### config.mk
export PLATFORM = sky130hd
export DESIGN_NAME = pair_issue_check
export DESIGN_NICKNAME = d
export VERILOG_FILES = /design/src/rtl/pair_pkg.sv /design/src/rtl/pair_slot_decode.sv /design/src/rtl/pair_conflict.sv /design/src/rtl/pair_issue_check.sv
export SDC_FILE = /design/constraint.sdc
export NUM_CORES = 1
export LEC_CHECK = 0
export ABC_AREA = 1
export BUFFER_PORTS_ARGS = -buffer_cell sky130_fd_sc_hd__buf_2
export CAP_MARGIN = 20
export CORE_AREA = 5 5 42 44
export DETAILED_ROUTE_END_ITERATION = 8
export DIE_AREA = 0 0 47 49
export GPL_TIMING_DRIVEN = 1
export PLACE_DENSITY_LB_ADDON = 0.3
export SETUP_SLACK_MARGIN = 0.2
export SYNTH_ARGS = -nofsm -noshare
export SYNTH_HDL_FRONTEND = slang
export SYNTH_SLANG_ARGS = --single-unit
export TNS_END_PERCENT = 30
### constraint.sdc
create_clock -name vclk -period 3.95
set_input_delay 0.5925 -clock vclk [all_inputs]
set_output_delay 0.5925 -clock vclk [all_outputs]
set_load 0.05 [all_outputs]
### src/rtl/pair_pkg.sv
package pair_pkg;
  localparam int CLASS_W = 4;
  localparam int UNIT_W  = 3;
  localparam int ADDER_W = 2;
  localparam int NUM_UNITS = 1 << UNIT_W;

  localparam logic [CLASS_W-1:0] CL_ARITH  = 4'd0;
  localparam logic [CLASS_W-1:0] CL_LOAD   = 4'd1;
  localparam logic [CLASS_W-1:0] CL_STORE  = 4'd2;
  localparam logic [CLASS_W-1:0] CL_IMUL   = 4'd3;
  localparam logic [CLASS_W-1:0] CL_IDIV   = 4'd4;
  localparam logic [CLASS_W-1:0] CL_HILO   = 4'd5;
  localparam logic [CLASS_W-1:0] CL_FPXFER = 4'd6;
  localparam logic [CLASS_W-1:0] CL_BRANCH = 4'd7;
  localparam logic [CLASS_W-1:0] CL_FPADD  = 4'd8;
  localparam logic [CLASS_W-1:0] CL_FPMUL  = 4'd9;
  localparam logic [CLASS_W-1:0] CL_FPDIV  = 4'd10;
  localparam logic [CLASS_W-1:0] CL_SOLO   = 4'd11;

  localparam logic [UNIT_W-1:0] U_NONE   = 3'd0;
  localparam logic [UNIT_W-1:0] U_MADD   = 3'd1;
  localparam logic [UNIT_W-1:0] U_FADD   = 3'd2;
  localparam logic [UNIT_W-1:0] U_BRANCH = 3'd3;
  localparam logic [UNIT_W-1:0] U_IMD    = 3'd4;
  localparam logic [UNIT_W-1:0] U_FPADD  = 3'd5;
  localparam logic [UNIT_W-1:0] U_FPMUL  = 3'd6;
  localparam logic [UNIT_W-1:0] U_FPDIV  = 3'd7;

  localparam logic [ADDER_W-1:0] ADD_NONE = 2'd0;
  localparam logic [ADDER_W-1:0] ADD_M    = 2'd1;
  localparam logic [ADDER_W-1:0] ADD_F    = 2'd2;

  function automatic logic class_is_solo(input logic [CLASS_W-1:0] c);
    return c >= CL_SOLO;
  endfunction

  function automatic logic class_int_arith(input logic [CLASS_W-1:0] c);
    return (c == CL_ARITH) || (c == CL_FPXFER);
  endfunction

  function automatic logic class_fits_older(input logic [CLASS_W-1:0] c);
    return class_int_arith(c) || (c == CL_LOAD) || (c == CL_STORE);
  endfunction

  function automatic logic class_fits_younger(input logic [CLASS_W-1:0] c);
    return class_int_arith(c) || ((c >= CL_IMUL) && (c <= CL_FPDIV) && (c != CL_FPXFER));
  endfunction

  function automatic logic [UNIT_W-1:0] class_unit(input logic [CLASS_W-1:0] c,
                                                   input logic young);
    logic [UNIT_W-1:0] u;
    case (c)
      CL_ARITH, CL_FPXFER:      u = young ? U_FADD : U_MADD;
      CL_LOAD, CL_STORE:        u = U_MADD;
      CL_IMUL, CL_IDIV, CL_HILO: u = U_IMD;
      CL_BRANCH:                u = U_BRANCH;
      CL_FPADD:                 u = U_FPADD;
      CL_FPMUL:                 u = U_FPMUL;
      CL_FPDIV:                 u = U_FPDIV;
      default:                  u = U_NONE;
    endcase
    return u;
  endfunction

  function automatic logic unit_on_fpipe(input logic [UNIT_W-1:0] u);
    return u >= U_FADD;
  endfunction

  function automatic logic [ADDER_W-1:0] unit_adder(input logic [UNIT_W-1:0] u);
    logic [ADDER_W-1:0] a;
    if (u == U_MADD)      a = ADD_M;
    else if (u == U_FADD) a = ADD_F;
    else                  a = ADD_NONE;
    return a;
  endfunction
endpackage

### src/rtl/pair_slot_decode.sv
module pair_slot_decode
  import pair_pkg::*;
#(
  parameter bit YOUNG = 1'b0
) (
  input  logic [CLASS_W-1:0] cls,
  output logic [UNIT_W-1:0]  unit,
  output logic               shape_ok,
  output logic               solo
);
  always_comb begin
    unit     = class_unit(cls, YOUNG);
    solo     = class_is_solo(cls);
    shape_ok = YOUNG ? class_fits_younger(cls) : class_fits_older(cls);
  end

  always_comb begin
    if (solo) begin
      a_r4_solo_no_unit: assert (unit == U_NONE && !shape_ok)
        else $error("solo class claims a unit or a bundle shape");
    end
  end
endmodule

### src/rtl/pair_conflict.sv
module pair_conflict
  import pair_pkg::*;
(
  input  logic [UNIT_W-1:0] unit_a,
  input  logic [UNIT_W-1:0] unit_b,
  output logic              clash
);
  logic both_fpipe;
  logic both_mpipe;

  always_comb begin
    both_fpipe = unit_on_fpipe(unit_a) && unit_on_fpipe(unit_b);
    both_mpipe = (unit_a == U_MADD) && (unit_b == U_MADD);
    clash      = both_fpipe || both_mpipe;
  end

  always_comb begin
    if (unit_a != U_NONE && unit_a == unit_b) begin
      a_r9_same_unit_clash: assert (clash)
        else $error("identical unit claims not flagged");
    end
  end
endmodule

### src/rtl/pair_issue_check.sv
module pair_issue_check
  import pair_pkg::*;
(
  input  logic               first_valid,
  input  logic [CLASS_W-1:0] first_class,
  input  logic               second_valid,
  input  logic [CLASS_W-1:0] second_class,
  input  logic               block_second,
  output logic               issue_first,
  output logic               issue_second,
  output logic [UNIT_W-1:0]  first_unit,
  output logic [UNIT_W-1:0]  second_unit,
  output logic [ADDER_W-1:0] first_adder,
  output logic [ADDER_W-1:0] second_adder
);
  localparam int SLOTS = 2;

  logic [CLASS_W-1:0] slot_cls   [SLOTS];
  logic [UNIT_W-1:0]  slot_unit  [SLOTS];
  logic               slot_shape [SLOTS];
  logic               slot_solo  [SLOTS];

  assign slot_cls[0] = first_class;
  assign slot_cls[1] = second_class;

  for (genvar s = 0; s < SLOTS; s++) begin : g_slot
    pair_slot_decode #(.YOUNG(s == 1)) dec_i (
      .cls      (slot_cls[s]),
      .unit     (slot_unit[s]),
      .shape_ok (slot_shape[s]),
      .solo     (slot_solo[s])
    );
  end

  logic unit_clash;
  pair_conflict conf_i (
    .unit_a (slot_unit[0]),
    .unit_b (slot_unit[1]),
    .clash  (unit_clash)
  );

  logic branch_closes;
  logic any_solo;
  logic shape_legal;
  logic pair_ok;

  always_comb begin
    branch_closes = (slot_unit[0] == U_BRANCH);
    any_solo      = slot_solo[0] || slot_solo[1];
    shape_legal   = slot_shape[0] && slot_shape[1];
    pair_ok       = shape_legal && !any_solo && !unit_clash && !branch_closes;
    issue_first   = first_valid;
    issue_second  = first_valid && second_valid && !block_second && pair_ok;
    first_unit    = issue_first  ? slot_unit[0] : U_NONE;
    second_unit   = issue_second ? slot_unit[1] : U_NONE;
    first_adder   = unit_adder(first_unit);
    second_adder  = unit_adder(second_unit);
  end

  logic [NUM_UNITS-1:0] fpipe_claims;
  always_comb begin
    fpipe_claims = '0;
    if (unit_on_fpipe(first_unit))  fpipe_claims[first_unit]  = 1'b1;
    if (unit_on_fpipe(second_unit)) fpipe_claims[second_unit] = 1'b1;
  end

  always_comb begin
    if (issue_second) begin
      a_r1_second_needs_first: assert (issue_first)
        else $error("younger slot issued alone");
      a_r9_one_fpipe_unit: assert ($countones(fpipe_claims) == 1)
        else $error("F-pipe over-claimed");
      a_r9_one_mpipe: assert (!(first_unit == U_MADD && second_unit == U_MADD))
        else $error("M-pipe claimed twice");
    end
    if (block_second) begin
      a_r5_hold_wins: assert (!issue_second)
        else $error("hold ignored");
    end
    if (first_unit == U_BRANCH) begin
      a_r3_branch_alone: assert (!issue_second)
        else $error("instruction issued after branch");
    end
    a_r8_adder_tracks_unit: assert ((first_adder == ADD_M) == (first_unit == U_MADD)
                                    && (second_adder == ADD_F) == (second_unit == U_FADD))
      else $error("adder code disagrees with unit");
    if (!issue_second) begin
      a_r10_idle_slot_quiet: assert (second_unit == U_NONE && second_adder == ADD_NONE)
        else $error("idle younger slot reports a claim");
    end
  end
endmodule

* After elaboration in Yosys (flattened, before gate mapping)
Memory sizes are Yosys's and may differ from the RTL's.
Index checks and enable logic that the tools add are counted.
** Operators by class
- Mux-type cells :: 6
- Eq/ne operators :: 12
- $lt $le $gt $ge :: 6
- Reductions and logical operators :: 24
** Operators with widths (count)
- 3-bit by 1-bit equality test with 1-bit output, second input constant :: 4
- 1-bit logical AND :: 11
- 3-bit by 2-bit equality test with 1-bit output, second input constant :: 3
- 4-bit by 3-bit equality test with 1-bit output, second input constant :: 2
- 4-bit greater-or-equal comparator, second input constant :: 2
- 4-bit logical NOT :: 2
- 2-bit two-way mux :: 4
- 1-bit logical OR :: 7
- 3-bit by 2-bit greater-or-equal comparator with 1-bit output, second input constant :: 2
- 3-bit two-way mux :: 2
- 4-bit by 1-bit equality test with 1-bit output, second input constant :: 1
- 4-bit by 2-bit equality test with 1-bit output, second input constant :: 1
- 4-bit by 2-bit greater-or-equal comparator with 1-bit output, second input constant :: 1
- 4-bit less-or-equal comparator, second input constant :: 1
- 1-bit logical NOT :: 4
- 4-bit by 3-bit inequality test with 1-bit output, second input constant :: 1
** Word-level totals
- Output and inout port bits :: 12
- Input bits :: 11
- Bits in read-only memories :: 96
- Logic and storage cells :: 50
- Bits in registers :: 0
- Memories :: 2
** Memories
- (no name shown) :: words 16, bits a word 3, rd ports 1, clocked after Yosys merged registers in 0, wr ports 0, line pair_pkg.sv:52 : case (c)
- (no name shown) :: words 16, bits a word 3, rd ports 1, clocked after Yosys merged registers in 0, wr ports 0, line pair_pkg.sv:52

* Logic depth before layout (Yosys ltp)
- Depth in word-level cells :: 13
- Mapped depth :: 12
- Depth with buffers taken out :: 12

* Cells and area by module
A second synthesis with hierarchy kept.
** Second synthesis, totals
- Cells, all modules :: 100
- Area total of the unflattened synthesis :: 493.0 µm²
** By module, submodules not included
- pair_slot_decode at g_slot[1].dec_i :: sequential area each 0.0 µm², cells an instance 31, area each 155.1 µm², instances 1
- pair_slot_decode at g_slot[0].dec_i :: sequential area each 0.0 µm², cells an instance 26, area each 150.1 µm², instances 1
- pair_issue_check :: sequential area each 0.0 µm², cells an instance 33, area each 147.6 µm², instances 1
- pair_conflict :: sequential area each 0.0 µm², cells an instance 10, area each 40.0 µm², instances 1

* Worst setup path after synthesis
No wires, ideal clock.
- Kind :: input to output
- From :: input port first_class[0]
- To :: output port first_adder[1]
- Buffers on the path :: 0
- Arrival :: 2.600 ns
- Stages :: 6
- Path slack :: 0.757 ns
- Required time :: 3.357 ns
- Path through :: ha_1 -> inv_1 -> nand2_2 -> nand3_1 -> nand2_2 -> nor4_1
** Between the ends
- Longest elaborated chain between the ends :: 5
- Elaborated cells between the ends (all ways) :: 6
- Those cells by class :: eq/ne (2); mux (3); memory (1)
** Ends and longest elaborated chain
- start: declaration :: line pair_issue_check.sv:5 : input logic [CLASS_W-1:0] first_class,
- memory 16 x 3 bit (*)
- 3-bit two-way mux (*) :: line pair_issue_check.sv:54 : first_unit = issue_first ? slot_unit[0] : U_NONE;
- 3-bit by 2-bit equality test with 1-bit output :: line pair_pkg.sv:72 : else if (u == U_FADD) a = ADD_F;
- 2-bit two-way mux :: line pair_pkg.sv:72
- 2-bit two-way mux (*) :: line pair_pkg.sv:71 : if (u == U_MADD) a = ADD_M;
- end: declaration :: line pair_issue_check.sv:13 : output logic [ADDER_W-1:0] first_adder,
Mark *: on every way between the ends. The rest lies on a longest branch, timed or not.

* Final worst setup path
- From :: input port first_class[0]
- To :: output port second_adder[1]
** Between the ends
- Longest elaborated chain between the ends :: 13
- Elaborated cells between the ends (all ways) :: 29
- Those cells by class :: order compare (2); eq/ne (7); mux (3); reduce/logical (16); memory (1)
** Ends and longest elaborated chain
- parallel branches: the longest is 7 deep, another holds memory 16 x 3 bit
- 1-bit logical AND (*) :: line pair_issue_check.sv:51 : pair_ok = shape_legal && !any_solo && !unit_clash && !branch_closes;
- 1-bit logical AND (*) :: line pair_issue_check.sv:53 : issue_second = first_valid && second_valid && !block_second && pair_ok;
- 3-bit two-way mux (*) :: line pair_issue_check.sv:55 : second_unit = issue_second ? slot_unit[1] : U_NONE;
- 3-bit by 2-bit equality test with 1-bit output :: line pair_pkg.sv:72
- 2-bit two-way mux :: line pair_pkg.sv:72
- 2-bit two-way mux (*) :: line pair_pkg.sv:71
- end: declaration :: line pair_issue_check.sv:14 : output logic [ADDER_W-1:0] second_adder
Every way passes the cells marked *.

==> impl_metrics.ini <==
[status]
status = completed

[setup_path]
timing.critical_path.arrival_ns = 2.01
endpoint = second_adder[1]
worstPathCellList = buf_2, inv_1, ha_1, nor2_1, inv_1, nand2_1, nand2_2, nand3_1, nand2_2, nor2_4, nand3_2, nor2_2, buf_2
cp-end-kind = primary output
cp_max_fo = 3
crit_path_start = first_class[0]
worstSetupStartpointType = input pin
cp_top_family = simple AND/OR/NAND/NOR gates
cp_num_cells = 13
critPathKind = input pin to primary output
cpPeakStageDelay_ns = 0.26
crit_slowest_cell = buf_2
required_ns = 3.36
path_buf_inv = 4

[power]
p_sw_frac = 0.687
ir_drop_mv = 0.0522
p_sw_uw = 49.0
power_leakage_uw = 0.000437
power_density_nw_per_um2 = 108
intPower_uw = 22.4
pwr-share-seq = 0
p_comb_frac = 1.000
clkPwrFrac = 0

[synth]
synth_area_leaders = ha_1 (19%), nand2_1 (15%), inv_1 (12%), nor2_1 (11%), nand2_2 (11%)
synth.cell_area_um2 = 532
yosys_warnings = 0
synth_top_area_cell = ha_1
syn_avg_cell_area_um2 = 5.32
postSynthCellCount = 100
netlist.area_leader.share = 0.188
ys_seq_area_frac = 0
yosysUniqueCellTypes = 15
synth_fp_nets = 119

[global_routing]
met3_usage = 0
grtUsageMet1 = 0.122
grt_pass1_vias = 512
grt.total_usage = 0.0982
antenna_found_initial = 0
grt_util_met2 = 0.190
grt_first_pass_wirelength_mm = 1.88
overflow = 0
grt_max_degree = 7
grt_busiest_layer = met2

[sta]
drv_slew = 0
hold_viol = 0
slew-limit-headroom = 0.833
rsz0062_at_grt = false
fin_tns_setup_ns = 0
clock.fmax_ghz = 0.385
setup_viol = 0
fin_crit_sh = 0.658
min_period_ns = 2.60
tightest_slew_ns = 0.248

[detailed_routing]
vias = 613
ant_nets = 0
drtPass1Iterations = 4
wirelength_mm = 1.15
route.detailed.drc = 0
viasPerCell = 4.44
wl_per_cell_um = 8.32
drtIter0Drc = 13

[layout]
num-clock-buffers = 0
drive_above_1_share = 0.369
nets = 143
antennaDiodeCount = 0
post-route-util = 0.471
layout_common_cells = buf_2 (23), nand2_1 (21), inv_1 (17)
seqCellArea_um2 = 0
n_fill_cell = 160
area_delta_synth_final_pct = 24.0
mostFrequentLayoutCell = buf_2
flops_and_latches = 0

[placement]
place_hpwl_mm = 1.04
port_buffers = 23
globalplace.congestion = 0.865

[floorplanning]
top_level_ports = 23
core_um2 = 1400
fp.dieArea_um2 = 2300
rows = 14
die_y_um = 49
start_util = 0.379
die_x_um = 47

[clock_tree]
cts_resized = 0
post_cts_buffers = 0
ctsHoldBuffers = 0

[worst_hold_path]
whs_path_depth = 2
hp-class = input pin to primary output

[flow_run]
maxCapViolations = 0
-- per-layer routing --
metal / share of wire / vias up
li1: - / 344
met1: 0.42 / 257
met2: 0.52 / 12
met3: 0.062 / 0
met4: 0 / 0
met5: 0 / -
-- per-stage QoR --
step	setup slack (ns)	total power, µW	hold WS [ns]	instances	cell area [µm²]
after floorplan	0.757	54.0	1.35	100	532
after global placement	1.37	71.0	1.49	138	659
after detailed placement	1.33	72.0	1.49	138	659
after CTS	1.33	72.1	1.49	138	659
after global routing	1.16	80.0	1.51	138	659
final	1.35	71.4	1.49	138	659
-- cell type report --
type	instances	area, µm²	area share
timing repair buffer	23	115	0.175
inverter	23	86.3	0.131
tap	16	20.0	0.0304
multi-input combinational	76	438	0.664
-- synth_stat cells (all sizes together) --
master  instances
nand2          30
inv            22
nor2           21
nand3          11
ha              8
o21ai           3
a21oi           2
buf             1
clkinv          1
nor4            1
-- power by group through the flow --
| stage | Sequential, µW | Combinational (µW) | Clock, µW |
|---|---|---|---|
| 3_5_place_dp | 0 | 72.0 | 0 |
| 4_1_cts | 0 | 72.1 | 0 |
| 5_1_grt | 0 | 80.0 | 0 |
| 6_report | 0 | 71.4 | 0 |
| 2_1_floorplan | 0 | 54.0 | 0 |
| 3_3_place_gp | 0 | 71.0 | 0 |
-- logic make-up (layout without fill, tap and decap cells) --
group,Yosys count,in the layout,synth area share
AO/OA/AOI/OAI,5,5,0.0471
adder cells (fa/ha/maj),8,8,0.188
buffers and inverters,24,46,0.176
AND/OR/NAND/NOR,63,63,0.588
-- how the worst min path moves through the flow --
stage,start,end,slack (ns)
6_report,first_valid,issue_first,1.49
5_1_grt,first_valid,issue_first,1.51
4_1_cts,first_valid,issue_first,1.49
3_5_place_dp,first_valid,issue_first,1.49
3_3_place_gp,first_valid,issue_first,1.49
2_1_floorplan,first_valid,issue_first,1.35
No activity file was read; power rests on OpenSTA's default activity.
